### src/rtl/seg_xlate_pkg.sv
package seg_xlate_pkg;
  parameter int SX_AW = 32;
  parameter int SX_BW = 8;

  typedef struct packed {
    logic [SX_AW-1:0] vbase;
    logic [SX_AW-1:0] len;
    logic [SX_AW-1:0] pbase;
    logic [SX_BW-1:0] rb;
    logic [SX_BW-1:0] wb;
  } seg_desc_t;

  // window test: the offset is formed first, so vbase+len never wraps
  function automatic logic seg_in_range(input logic [SX_AW-1:0] addr,
                                        input logic [SX_AW-1:0] vbase,
                                        input logic [SX_AW-1:0] len);
    logic [SX_AW-1:0] off;
    off = addr - vbase;
    return (addr >= vbase) && (off < len);
  endfunction

  function automatic logic [SX_AW-1:0] seg_reloc(input logic [SX_AW-1:0] addr,
                                                 input logic [SX_AW-1:0] vbase,
                                                 input logic [SX_AW-1:0] pbase);
    return pbase + (addr - vbase);
  endfunction

  // signed ring against signed bracket; a negative bracket never passes
  function automatic logic seg_bracket_ok(input logic signed [SX_BW-1:0] ring,
                                          input logic signed [SX_BW-1:0] br);
    return (ring >= 0) && (ring <= br);
  endfunction
endpackage

### src/rtl/seg_desc_bank.sv
module seg_desc_bank
  import seg_xlate_pkg::*;
#(
  parameter int NSEG = 4,
  localparam int IW = (NSEG > 1) ? $clog2(NSEG) : 1
) (
  input  logic                   clk,
  input  logic                   rst_n,
  input  logic                   cfg_we,
  input  logic                   cfg_sys,
  input  logic                   cfg_legacy,
  input  logic [IW-1:0]          cfg_idx,
  input  seg_desc_t              cfg_desc,
  output seg_desc_t [NSEG-1:0]   desc_q,
  output logic [SX_AW-1:0]       leg_base,
  output logic [SX_AW-1:0]       leg_limit,
  output logic                   cfg_illegal
);
  logic wr_ok;
  logic wr_reject;

  assign wr_ok     = cfg_we && cfg_sys;
  assign wr_reject = cfg_we && !cfg_sys;

  for (genvar i = 0; i < NSEG; i++) begin : g_entry
    always_ff @(posedge clk) begin
      if (!rst_n) begin
        desc_q[i] <= '0;
      end else if (wr_ok && !cfg_legacy && (cfg_idx == IW'(i))) begin
        desc_q[i] <= cfg_desc;
      end
    end
  end

  always_ff @(posedge clk) begin
    if (!rst_n) begin
      leg_base    <= '0;
      leg_limit   <= '0;
      cfg_illegal <= 1'b0;
    end else begin
      cfg_illegal <= wr_reject;
      if (wr_ok && cfg_legacy) begin
        leg_base  <= cfg_desc.pbase;
        leg_limit <= cfg_desc.len;
      end
    end
  end

  // a user-mode attempt leaves every register as it was
  a_r9_user_write_blocked: assert property (@(posedge clk) disable iff (!rst_n)
    (cfg_we && !cfg_sys) |=> ($stable(desc_q) && $stable(leg_base) && $stable(leg_limit)));

  // the attempt is reported in the next cycle
  a_r9_illegal_flag: assert property (@(posedge clk) disable iff (!rst_n)
    (cfg_we && !cfg_sys) |=> cfg_illegal);

  // nothing is loaded without a write strobe
  a_r1_no_spurious_load: assert property (@(posedge clk) disable iff (!rst_n)
    (!cfg_we && $past(rst_n)) |=> $stable(desc_q));
endmodule

### src/rtl/seg_match_unit.sv
module seg_match_unit
  import seg_xlate_pkg::*;
#(
  parameter int NSEG = 4
) (
  input  logic                 clk,
  input  logic                 rst_n,
  input  seg_desc_t [NSEG-1:0] descs,
  input  logic [SX_AW-1:0]     vaddr,
  output logic                 any_hit,
  output seg_desc_t            sel_desc
);
  logic [NSEG-1:0] raw_hit;
  logic [NSEG-1:0] win;

  for (genvar i = 0; i < NSEG; i++) begin : g_cmp
    assign raw_hit[i] = seg_in_range(vaddr, descs[i].vbase, descs[i].len);
  end

  // isolate lowest set bit: lowest index wins
  assign win     = raw_hit & (~raw_hit + NSEG'(1));
  assign any_hit = |raw_hit;

  always_comb begin
    sel_desc = '0;
    for (int i = 0; i < NSEG; i++) begin
      if (win[i]) sel_desc = descs[i];
    end
  end

  // at most one descriptor is selected
  a_r8_single_winner: assert property (@(posedge clk) disable iff (!rst_n)
    $onehot0(win));

  // the winner is a matching entry and exists whenever any entry matches
  a_r8_winner_matches: assert property (@(posedge clk) disable iff (!rst_n)
    ((win & raw_hit) == win) && (any_hit == (win != '0)));

  // an empty window never matches
  for (genvar i = 0; i < NSEG; i++) begin : g_chk
    a_r3_empty_no_match: assert property (@(posedge clk) disable iff (!rst_n)
      (descs[i].len == '0) |-> !raw_hit[i]);
  end
endmodule

### src/rtl/seg_access_check.sv
module seg_access_check
  import seg_xlate_pkg::*;
(
  input  logic             clk,
  input  logic             rst_n,
  input  logic             legacy_mode,
  input  logic [SX_AW-1:0] leg_base,
  input  logic [SX_AW-1:0] leg_limit,
  input  logic             seg_hit,
  input  seg_desc_t        sel_desc,
  input  logic [SX_AW-1:0] vaddr,
  input  logic             is_write,
  input  logic [SX_BW-1:0] ring,
  output logic             acc_hit,
  output logic             acc_viol,
  output logic             acc_fault,
  output logic [SX_AW-1:0] acc_paddr
);
  logic             leg_hit;
  logic [SX_BW-1:0] bracket;
  logic             allowed;
  logic [SX_AW-1:0] seg_paddr;

  assign leg_hit   = vaddr < leg_limit;
  assign bracket   = is_write ? sel_desc.wb : sel_desc.rb;
  assign allowed   = seg_bracket_ok($signed(ring), $signed(bracket));
  assign seg_paddr = seg_reloc(vaddr, sel_desc.vbase, sel_desc.pbase);

  always_comb begin
    acc_hit   = 1'b0;
    acc_viol  = 1'b0;
    acc_fault = 1'b0;
    acc_paddr = '0;
    if (legacy_mode) begin
      acc_hit   = leg_hit;
      acc_fault = !leg_hit;
      if (leg_hit) acc_paddr = leg_base + vaddr;
    end else if (seg_hit) begin
      acc_hit  = 1'b1;
      acc_viol = !allowed;
      if (allowed) acc_paddr = seg_paddr;
    end else begin
      acc_fault = 1'b1;
    end
  end

  // a negative bracket on the selected segment always yields a violation
  a_r6_negative_bracket: assert property (@(posedge clk) disable iff (!rst_n)
    (!legacy_mode && seg_hit && $signed(bracket) < 0) |-> acc_viol);

  // legacy mode never reports a bracket violation
  a_r10_legacy_no_viol: assert property (@(posedge clk) disable iff (!rst_n)
    legacy_mode |-> !acc_viol);
endmodule

### src/rtl/seg_xlate.sv
module seg_xlate
  import seg_xlate_pkg::*;
#(
  parameter int NSEG = 4,
  localparam int IW = (NSEG > 1) ? $clog2(NSEG) : 1,
  localparam int AW = SX_AW,
  localparam int BW = SX_BW
) (
  input  logic          clk,
  input  logic          rst_n,
  input  logic          cfg_we,
  input  logic          cfg_sys,
  input  logic          cfg_legacy,
  input  logic [IW-1:0] cfg_idx,
  input  logic [AW-1:0] cfg_vbase,
  input  logic [AW-1:0] cfg_len,
  input  logic [AW-1:0] cfg_pbase,
  input  logic [BW-1:0] cfg_rb,
  input  logic [BW-1:0] cfg_wb,
  input  logic          legacy_mode,
  input  logic          lk_valid,
  input  logic [AW-1:0] lk_vaddr,
  input  logic          lk_write,
  input  logic [BW-1:0] lk_ring,
  output logic          rsp_valid,
  output logic [AW-1:0] rsp_paddr,
  output logic          rsp_hit,
  output logic          rsp_viol,
  output logic          rsp_fault,
  output logic          cfg_illegal
);
  seg_desc_t             cfg_desc;
  seg_desc_t [NSEG-1:0]  desc_q;
  seg_desc_t             sel_desc;
  logic [AW-1:0]         leg_base;
  logic [AW-1:0]         leg_limit;
  logic                  seg_hit;
  logic                  acc_hit;
  logic                  acc_viol;
  logic                  acc_fault;
  logic [AW-1:0]         acc_paddr;

  assign cfg_desc = '{vbase: cfg_vbase, len: cfg_len, pbase: cfg_pbase,
                      rb: cfg_rb, wb: cfg_wb};

  seg_desc_bank #(.NSEG(NSEG)) u_bank (
    .clk(clk), .rst_n(rst_n), .cfg_we(cfg_we), .cfg_sys(cfg_sys),
    .cfg_legacy(cfg_legacy), .cfg_idx(cfg_idx), .cfg_desc(cfg_desc),
    .desc_q(desc_q), .leg_base(leg_base), .leg_limit(leg_limit),
    .cfg_illegal(cfg_illegal)
  );

  seg_match_unit #(.NSEG(NSEG)) u_match (
    .clk(clk), .rst_n(rst_n), .descs(desc_q), .vaddr(lk_vaddr),
    .any_hit(seg_hit), .sel_desc(sel_desc)
  );

  seg_access_check u_check (
    .clk(clk), .rst_n(rst_n), .legacy_mode(legacy_mode),
    .leg_base(leg_base), .leg_limit(leg_limit), .seg_hit(seg_hit),
    .sel_desc(sel_desc), .vaddr(lk_vaddr), .is_write(lk_write),
    .ring(lk_ring), .acc_hit(acc_hit), .acc_viol(acc_viol),
    .acc_fault(acc_fault), .acc_paddr(acc_paddr)
  );

  always_ff @(posedge clk) begin
    if (!rst_n) begin
      rsp_valid <= 1'b0;
      rsp_paddr <= '0;
      rsp_hit   <= 1'b0;
      rsp_viol  <= 1'b0;
      rsp_fault <= 1'b0;
    end else begin
      rsp_valid <= lk_valid;
      rsp_paddr <= lk_valid ? acc_paddr : '0;
      rsp_hit   <= lk_valid && acc_hit;
      rsp_viol  <= lk_valid && acc_viol;
      rsp_fault <= lk_valid && acc_fault;
    end
  end

  // one-cycle response latency
  a_r11_latency: assert property (@(posedge clk) disable iff (!rst_n)
    lk_valid |=> rsp_valid);

  // flags quiet without a response
  a_r11_idle_quiet: assert property (@(posedge clk) disable iff (!rst_n)
    !rsp_valid |-> !(rsp_hit || rsp_viol || rsp_fault));

  // a fault excludes hit and violation and carries no address
  a_r7_fault_exclusive: assert property (@(posedge clk) disable iff (!rst_n)
    rsp_fault |-> (!rsp_hit && !rsp_viol && rsp_paddr == '0));

  // a violation belongs to a hit and carries no address
  a_r4_viol_zero_addr: assert property (@(posedge clk) disable iff (!rst_n)
    rsp_viol |-> (rsp_hit && rsp_paddr == '0));
endmodule

### config.mk
export PLATFORM = sky130hd
export DESIGN_NAME = seg_xlate
export DESIGN_NICKNAME = d
export VERILOG_FILES = /design/src/rtl/seg_xlate_pkg.sv /design/src/rtl/seg_desc_bank.sv /design/src/rtl/seg_match_unit.sv /design/src/rtl/seg_access_check.sv /design/src/rtl/seg_xlate.sv
export SDC_FILE = /design/constraint.sdc
export NUM_CORES = 2
export LEC_CHECK = 0
export BUFFER_PORTS_ARGS = -buffer_cell sky130_fd_sc_hd__clkbuf_2
export CAP_MARGIN = 0
export CORE_UTILIZATION = 49
export DETAILED_ROUTE_END_ITERATION = 12
export PLACE_DENSITY = 0.67
export SKIP_CTS_REPAIR_TIMING = 1
export SYNTH_ARGS = -nofsm -noshare
export SYNTH_HDL_FRONTEND = slang
export SYNTH_SLANG_ARGS = --single-unit
### constraint.sdc
create_clock -name clk -period 12.75 [get_ports clk]
set_clock_uncertainty 0.05 [all_clocks]
set_input_delay 0.6375 -clock clk [delete_from_list [all_inputs] [get_ports clk]]
set_output_delay 0.6375 -clock clk [all_outputs]
set_load 0.005 [all_outputs]
---- Yosys cells after proc, flatten, opt, wreduce, memory -nomap -nowiden ----
Cells that the tools add are included.
word-level totals
  register bits ........................... 549
cells by class
  equal/unequal tests ..................... 3
  order comparisons ....................... 11
  bitwise gates (word level) .............. 2
  multiplexer cells ....................... 15
  reductions and logical operators ........ 23
  add/subtract/negate cells ............... 8
operators by type and width
  kind                                                                                  number
  112-bit 2-to-1 mux                                                                    4
  32-bit less-than comparator                                                           5
  32-bit subtractor                                                                     5
  32-bit greater-or-equal comparator                                                    4
  32-bit 2-to-1 mux                                                                     4
  32-bit adder                                                                          2
  1-bit logical AND                                                                     16
  8-bit by 1-bit greater-or-equal comparator with 1-bit output (second input constant)  1
  8-bit <= comparator                                                                   1
  8-bit 2-to-1 mux                                                                      1
  1-bit 2-to-1 mux                                                                      6
  4-bit by 1-bit adder with 4-bit output (second input constant)                        1
  4-bit AND                                                                             1
  2-bit equality test (second input constant)                                           2
  1-bit logical NOT                                                                     4
  4-bit NOT                                                                             1
  4-bit OR reduction                                                                    1
  2-bit by 1-bit equality test with 1-bit output (second input constant)                1
  2-bit logical NOT                                                                     1
  2-bit AND reduction                                                                   1

---- Logic depth before layout (Yosys ltp) ----
  depth in word-level cells ............... 17
  mapped depth ............................ 40
  gate-level depth less buffers ........... 38

---- Cells and area by module ----
From an unflattened synthesis, not the netlist that was laid out.
second synthesis, totals
  cell total of the unflattened synthesis .. 4,590
  area, all modules ....................... 38,105.3 um2
by module, submodules not included
  module            area each (um2)  cells each  times used  seq. area each (um2)
  seg_desc_bank     18,479.0         1,856       1           10,269.8
  seg_match_unit    12,843.6         1,863       1           0.0
  seg_access_check  5,779.3          793         1           0.0
  seg_xlate         1,003.5          78          1           720.7

---- Worst setup path after synthesis ----
No wires, ideal clock.
  path kind ............................... input to register
  from .................................... in lk_vaddr[0]
  to ...................................... reg rsp_paddr[24]
  setup time .............................. 0.138 ns
  slack ................................... 4.494 ns
  data arrival time ....................... 8.068 ns
  stages on the path ...................... 34
  data required time ...................... 12.562 ns
  path buffers ............................ 2
  cells stage by stage .................... inv_1 ha_1 fa_1 nor2b_1 o311a_1 o221ai_1 a211oi_1 o21ai_0 a21boi_0 a21o_1 a21oi_1 xnor2_1 ha_1 nand2_1 o21ai_1 a2111oi_1 o211a_1 a21oi_1 nor4_4 nor4b_4 buf_2 buf_4 a221oi_1 fa_1 ha_1 nor2b_1 o21ai_0 a21boi_0 o41ai_1 a21oi_1 a221o_1 a31o_2 a2111oi_0 o22ai_1
between the ends
  word-level cells in the longest chain between the ends .. 16
  elaborated cells on any way between the ends .. 35
  those cells by class .................... add/sub (8); order compare (10); mux (9); bitwise (2); reduce/logical (6)
ends and longest elaborated chain
  item                                                        line                    source
  start, declared                                             seg_xlate.sv:22         input logic [AW-1:0] lk_vaddr,
  branches (longest 15 deep; another with 32-bit subtractor)  n/a
  32-bit 2-to-1 mux *                                         seg_access_check.sv:34  if (legacy_mode) begin
  end signal, assigned                                        seg_xlate.sv:75         rsp_paddr <= lk_valid ? acc_paddr : '0;
  end, declared                                               seg_xlate.sv:26         output logic [AW-1:0] rsp_paddr,
Every way passes the cells marked *.
A chain may end at the register's enable or synchronous reset.

---- Worst setup path in the final report ----
  from .................................... reg, netlist name u_bank.desc_q[305]
  to ...................................... reg rsp_paddr[24]
between the ends
  word-level cells in the longest chain between the ends .. 14
  elaborated cells on any way between the ends .. 18
  those cells by class .................... add/sub (4); order compare (3); mux (6); bitwise (2); reduce/logical (3)
ends and longest elaborated chain
  item                                                        line                    source
  branches (longest 12 deep; another with 32-bit subtractor)  n/a
  32-bit 2-to-1 mux *                                         seg_access_check.sv:38  end else if (seg_hit) begin
  32-bit 2-to-1 mux *                                         seg_access_check.sv:34
Marks and branches as above.

==> impl_metrics.yaml <==
detailed_routing:
  finalWirelength_um: 128000
  drt-initial-drc-count: 3065
  post-route-drc-count: 10
  vias: 33974
  postRouteAntennaNets: 0
  first_pass_iters: 10
  wl_per_cell_um: 22.2
  via_per_inst: 5.90
setup_path:
  path_class: "reg2reg"
  cp_max_fo: 28
  critPathLaunch: "u_bank.desc_q[305]$_SDFFE_PN0P_"
  worstPathRequired_ns: 13.19
  crit_buf_inv: 2
  r2r_cells: 33
  startpoint_type: "register"
  cp_slowest_cell: "o31ai_1"
  reg2reg_from: "u_bank.desc_q[305]$_SDFFE_PN0P_"
  path_delay_family: "compound AO/OA/AOI/OAI gates"
  cp_num_cells: 33
  crit_arrival_ns: 11.14
  worst_setup_path_end_kind: "register"
  cp_slowest_stage_delay_ns: 0.92
clock_tree:
  clk_pin_slew_worst_paths_ns: 0.06
  root_buffer: "clkbuf_16"
  cts_tree: "done"
  cts_num_sinks: 549
  numCtsBuffers: 67
  clockBufferDepth: 3
  clk_latency_ns: 0.63
  htree_levels: 3
placed_design:
  numPortBuffers: 198
  place_hpwl_um: 92700
  place_congestion: 1.02
  place_ws_ns: 1.91
sta:
  setup_ws_ns: 2.06
  hold_violations: 0
  period_needed_ns: 10.69
  report.final.slew_viol_count: 0
  fin_setup_tns_ns: 0
  setup_violations: 0
  slew-limit-headroom: 0.0319
  fmax_ghz: 0.0935
  rsz0062_at_grt: "no"
  min_period_over_period: 0.839
  worst_slew_pin_slew_ns: 1.42
synthesis:
  ys_seq_area_frac: 0.301
  syn_area_sq_mm: 0.0365
  synthArstFlopShare: 0
  yosys.cell_types.count: 78
  ys.flop_type: "dfxtp_1"
  synth_edf_count: 0
  synth_seq_cells: 549
  synth_nets: 5238
  synthCells: 4686
  ys_warn_count: 0
  syn_avg_cell_area_sq_um: 7.78
power_and_ir_drop:
  leakagePower_nw: 14.9
  power_mw: 4.77
  ir_drop_v: 0.000113
  power.density_mw_per_mm2: 118
global_route:
  grt_pass1_vias: 31561
  antenna_found_initial: 10
  busiest_layer: "met2"
  track_usage: 0.332
  grt-ovfl-total: 0
  grt_util_met1: 0.437
  met3_usage: 0.0560
  grt_pass1_wl_um: 192000
  grt_max_degree: 242
  use_met2: 0.539
min_path:
  holdCritStartpoint: "cfg_rb[0]"
  holdPathStages: 3
  hold_path.class: "in2reg"
finish:
  fillers: 7012
  drive_gt1_frac: 0.0767
  multi_input_area_sq_mm: 0.0233
  fin_nets: 5298
  area_growth_pct: 10.8
  seqCellArea_sq_mm: 0.0110
floorplan:
  fp-row-count: 99
  dieHeight_um: 275
  num_io_pins: 199
  design.core.area_sq_mm: 0.0733
  initial_utilization: 0.497
  die_w_um: 275
  dieArea_sq_mm: 0.0755
status:
  status: "complete, but fails checks"
  violations: "DRC"
job:
  max_cap_violations: 0
final timing paths:
kind,end,slack (ns)
setup / recovery,rsp_paddr[24]$_SDFF_PN0_,2.06
hold / removal,u_bank.desc_q[8]$_SDFFE_PN0P_,0.24
setup reg to reg,rsp_paddr[24]$_SDFF_PN0_,2.06
hold reg to reg,u_bank.desc_q[253]$_SDFFE_PN0P_,0.41
logic make-up after synthesis:
| family | after synthesis | share of synthesized area |
|---|---|---|
| compound gates | 1379 | 0.270 |
| xor+xnor | 159 | 0.0382 |
| fa+ha+maj | 390 | 0.141 |
| buf+inv | 574 | 0.0606 |
| flops | 549 | 0.301 |
| mux | 3 | 0.000824 |
| simple gates | 1632 | 0.188 |
power by group:
| group | internal, mW | total, mW | switching, mW |
|---|---|---|---|
| sequential | 1.74 | 1.76 | 0.0182 |
| combinational | 0.347 | 0.955 | 0.608 |
| clock | 1.24 | 2.05 | 0.816 |
| total | 3.33 | 4.77 | 1.44 |
cell usage after synthesis, drive strengths merged, types with 9 or more instances:
cell     instances  share of area
a211o           10         0.0024
a211oi          36         0.0078
a21boi         526           0.11
a21o           116          0.024
a21oi          198          0.027
a221o           43          0.012
a221oi          39         0.0095
a22oi          104          0.022
a31oi           19         0.0033
and2             9         0.0015
and3            19         0.0033
buf             33         0.0049
clkbuf         200          0.021
dfxtp          549           0.30
fa              36          0.020
ha             354           0.12
inv            341          0.035
nand2         1138           0.12
nand2b          36         0.0062
nand3           55         0.0075
nand4           44         0.0075
nor2           206          0.021
nor2b           22         0.0038
nor3            36         0.0054
nor4            13         0.0026
o2111ai         11         0.0026
o211ai          17         0.0035
o21a            35         0.0072
o21ai          124          0.017
o21bai          24         0.0053
o22ai           10         0.0017
or3             10         0.0017
xnor2          108          0.026
xor2            51          0.012
per-layer routing:
layer  vias up  share of wire
met5         -        0.00055
met4        10          0.039
met3       253          0.076
met2      1326           0.45
met1     16055           0.43
li1      16330              -
stage by stage:
| step | instances | area (sq um) | hold WS, ns | utilization |
|---|---|---|---|---|
| 3_3_place_gp | 5636 | 38000 | 0.402 | 0.519 |
| 2_1_floorplan | 4686 | 36500 | 0.391 | - |
| 4_1_cts | 5755 | 40400 | 0.220 | 0.551 |
| 6_report | 5759 | 40400 | 0.238 | 0.551 |
| 5_1_grt | 5759 | 40400 | 0.246 | 0.551 |
| 3_5_place_dp | 5636 | 38000 | 0.408 | 0.519 |
placed cells by master (no fill, tap or decap), types with 44 or more instances in the layout:
master        n
a21boi_0    526
a21o_1      116
a21oi_1     198
a22oi_1     103
clkbuf_16    69
clkbuf_2    197
dfxtp_1     549
ha_1        354
inv_1       341
nand2_1    1138
nand3_1      53
nand4_1      44
nor2_1      205
o21ai_0     114
xnor2_1     108
xor2_1       51
registers in the layout, summed over array words and instances (netlist names):
signal	cells
rsp_fault	1
rsp_hit	1
rsp_paddr	32
rsp_valid	1
rsp_viol	1
u_bank.cfg_illegal	1
u_bank.desc_q	448
u_bank.leg_base	32
u_bank.leg_limit	32
worst reg2reg max path: cells and delay by family, from the launching register on:
kind                     cells  cell delay, ns
flip-flops                   1            0.44
buffers and inverters        2            0.58
AO/OA/AOI/OAI               22            6.85
AND/OR/NAND/NOR              4            1.11
adder cells (fa/ha/maj)      4            1.37
XOR/XNOR                     1            0.15
final cells by class:
type,count,share of cell area
multi-input combinational,3563,0.578
sequential,549,0.272
clock buffer,96,0.0495
inverter,341,0.0317
timing repair buffer,224,0.0305
tap,959,0.0297
clock inverter,23,0.00852
antenna,4,0.000248
(Power assumes the default switching activity.)
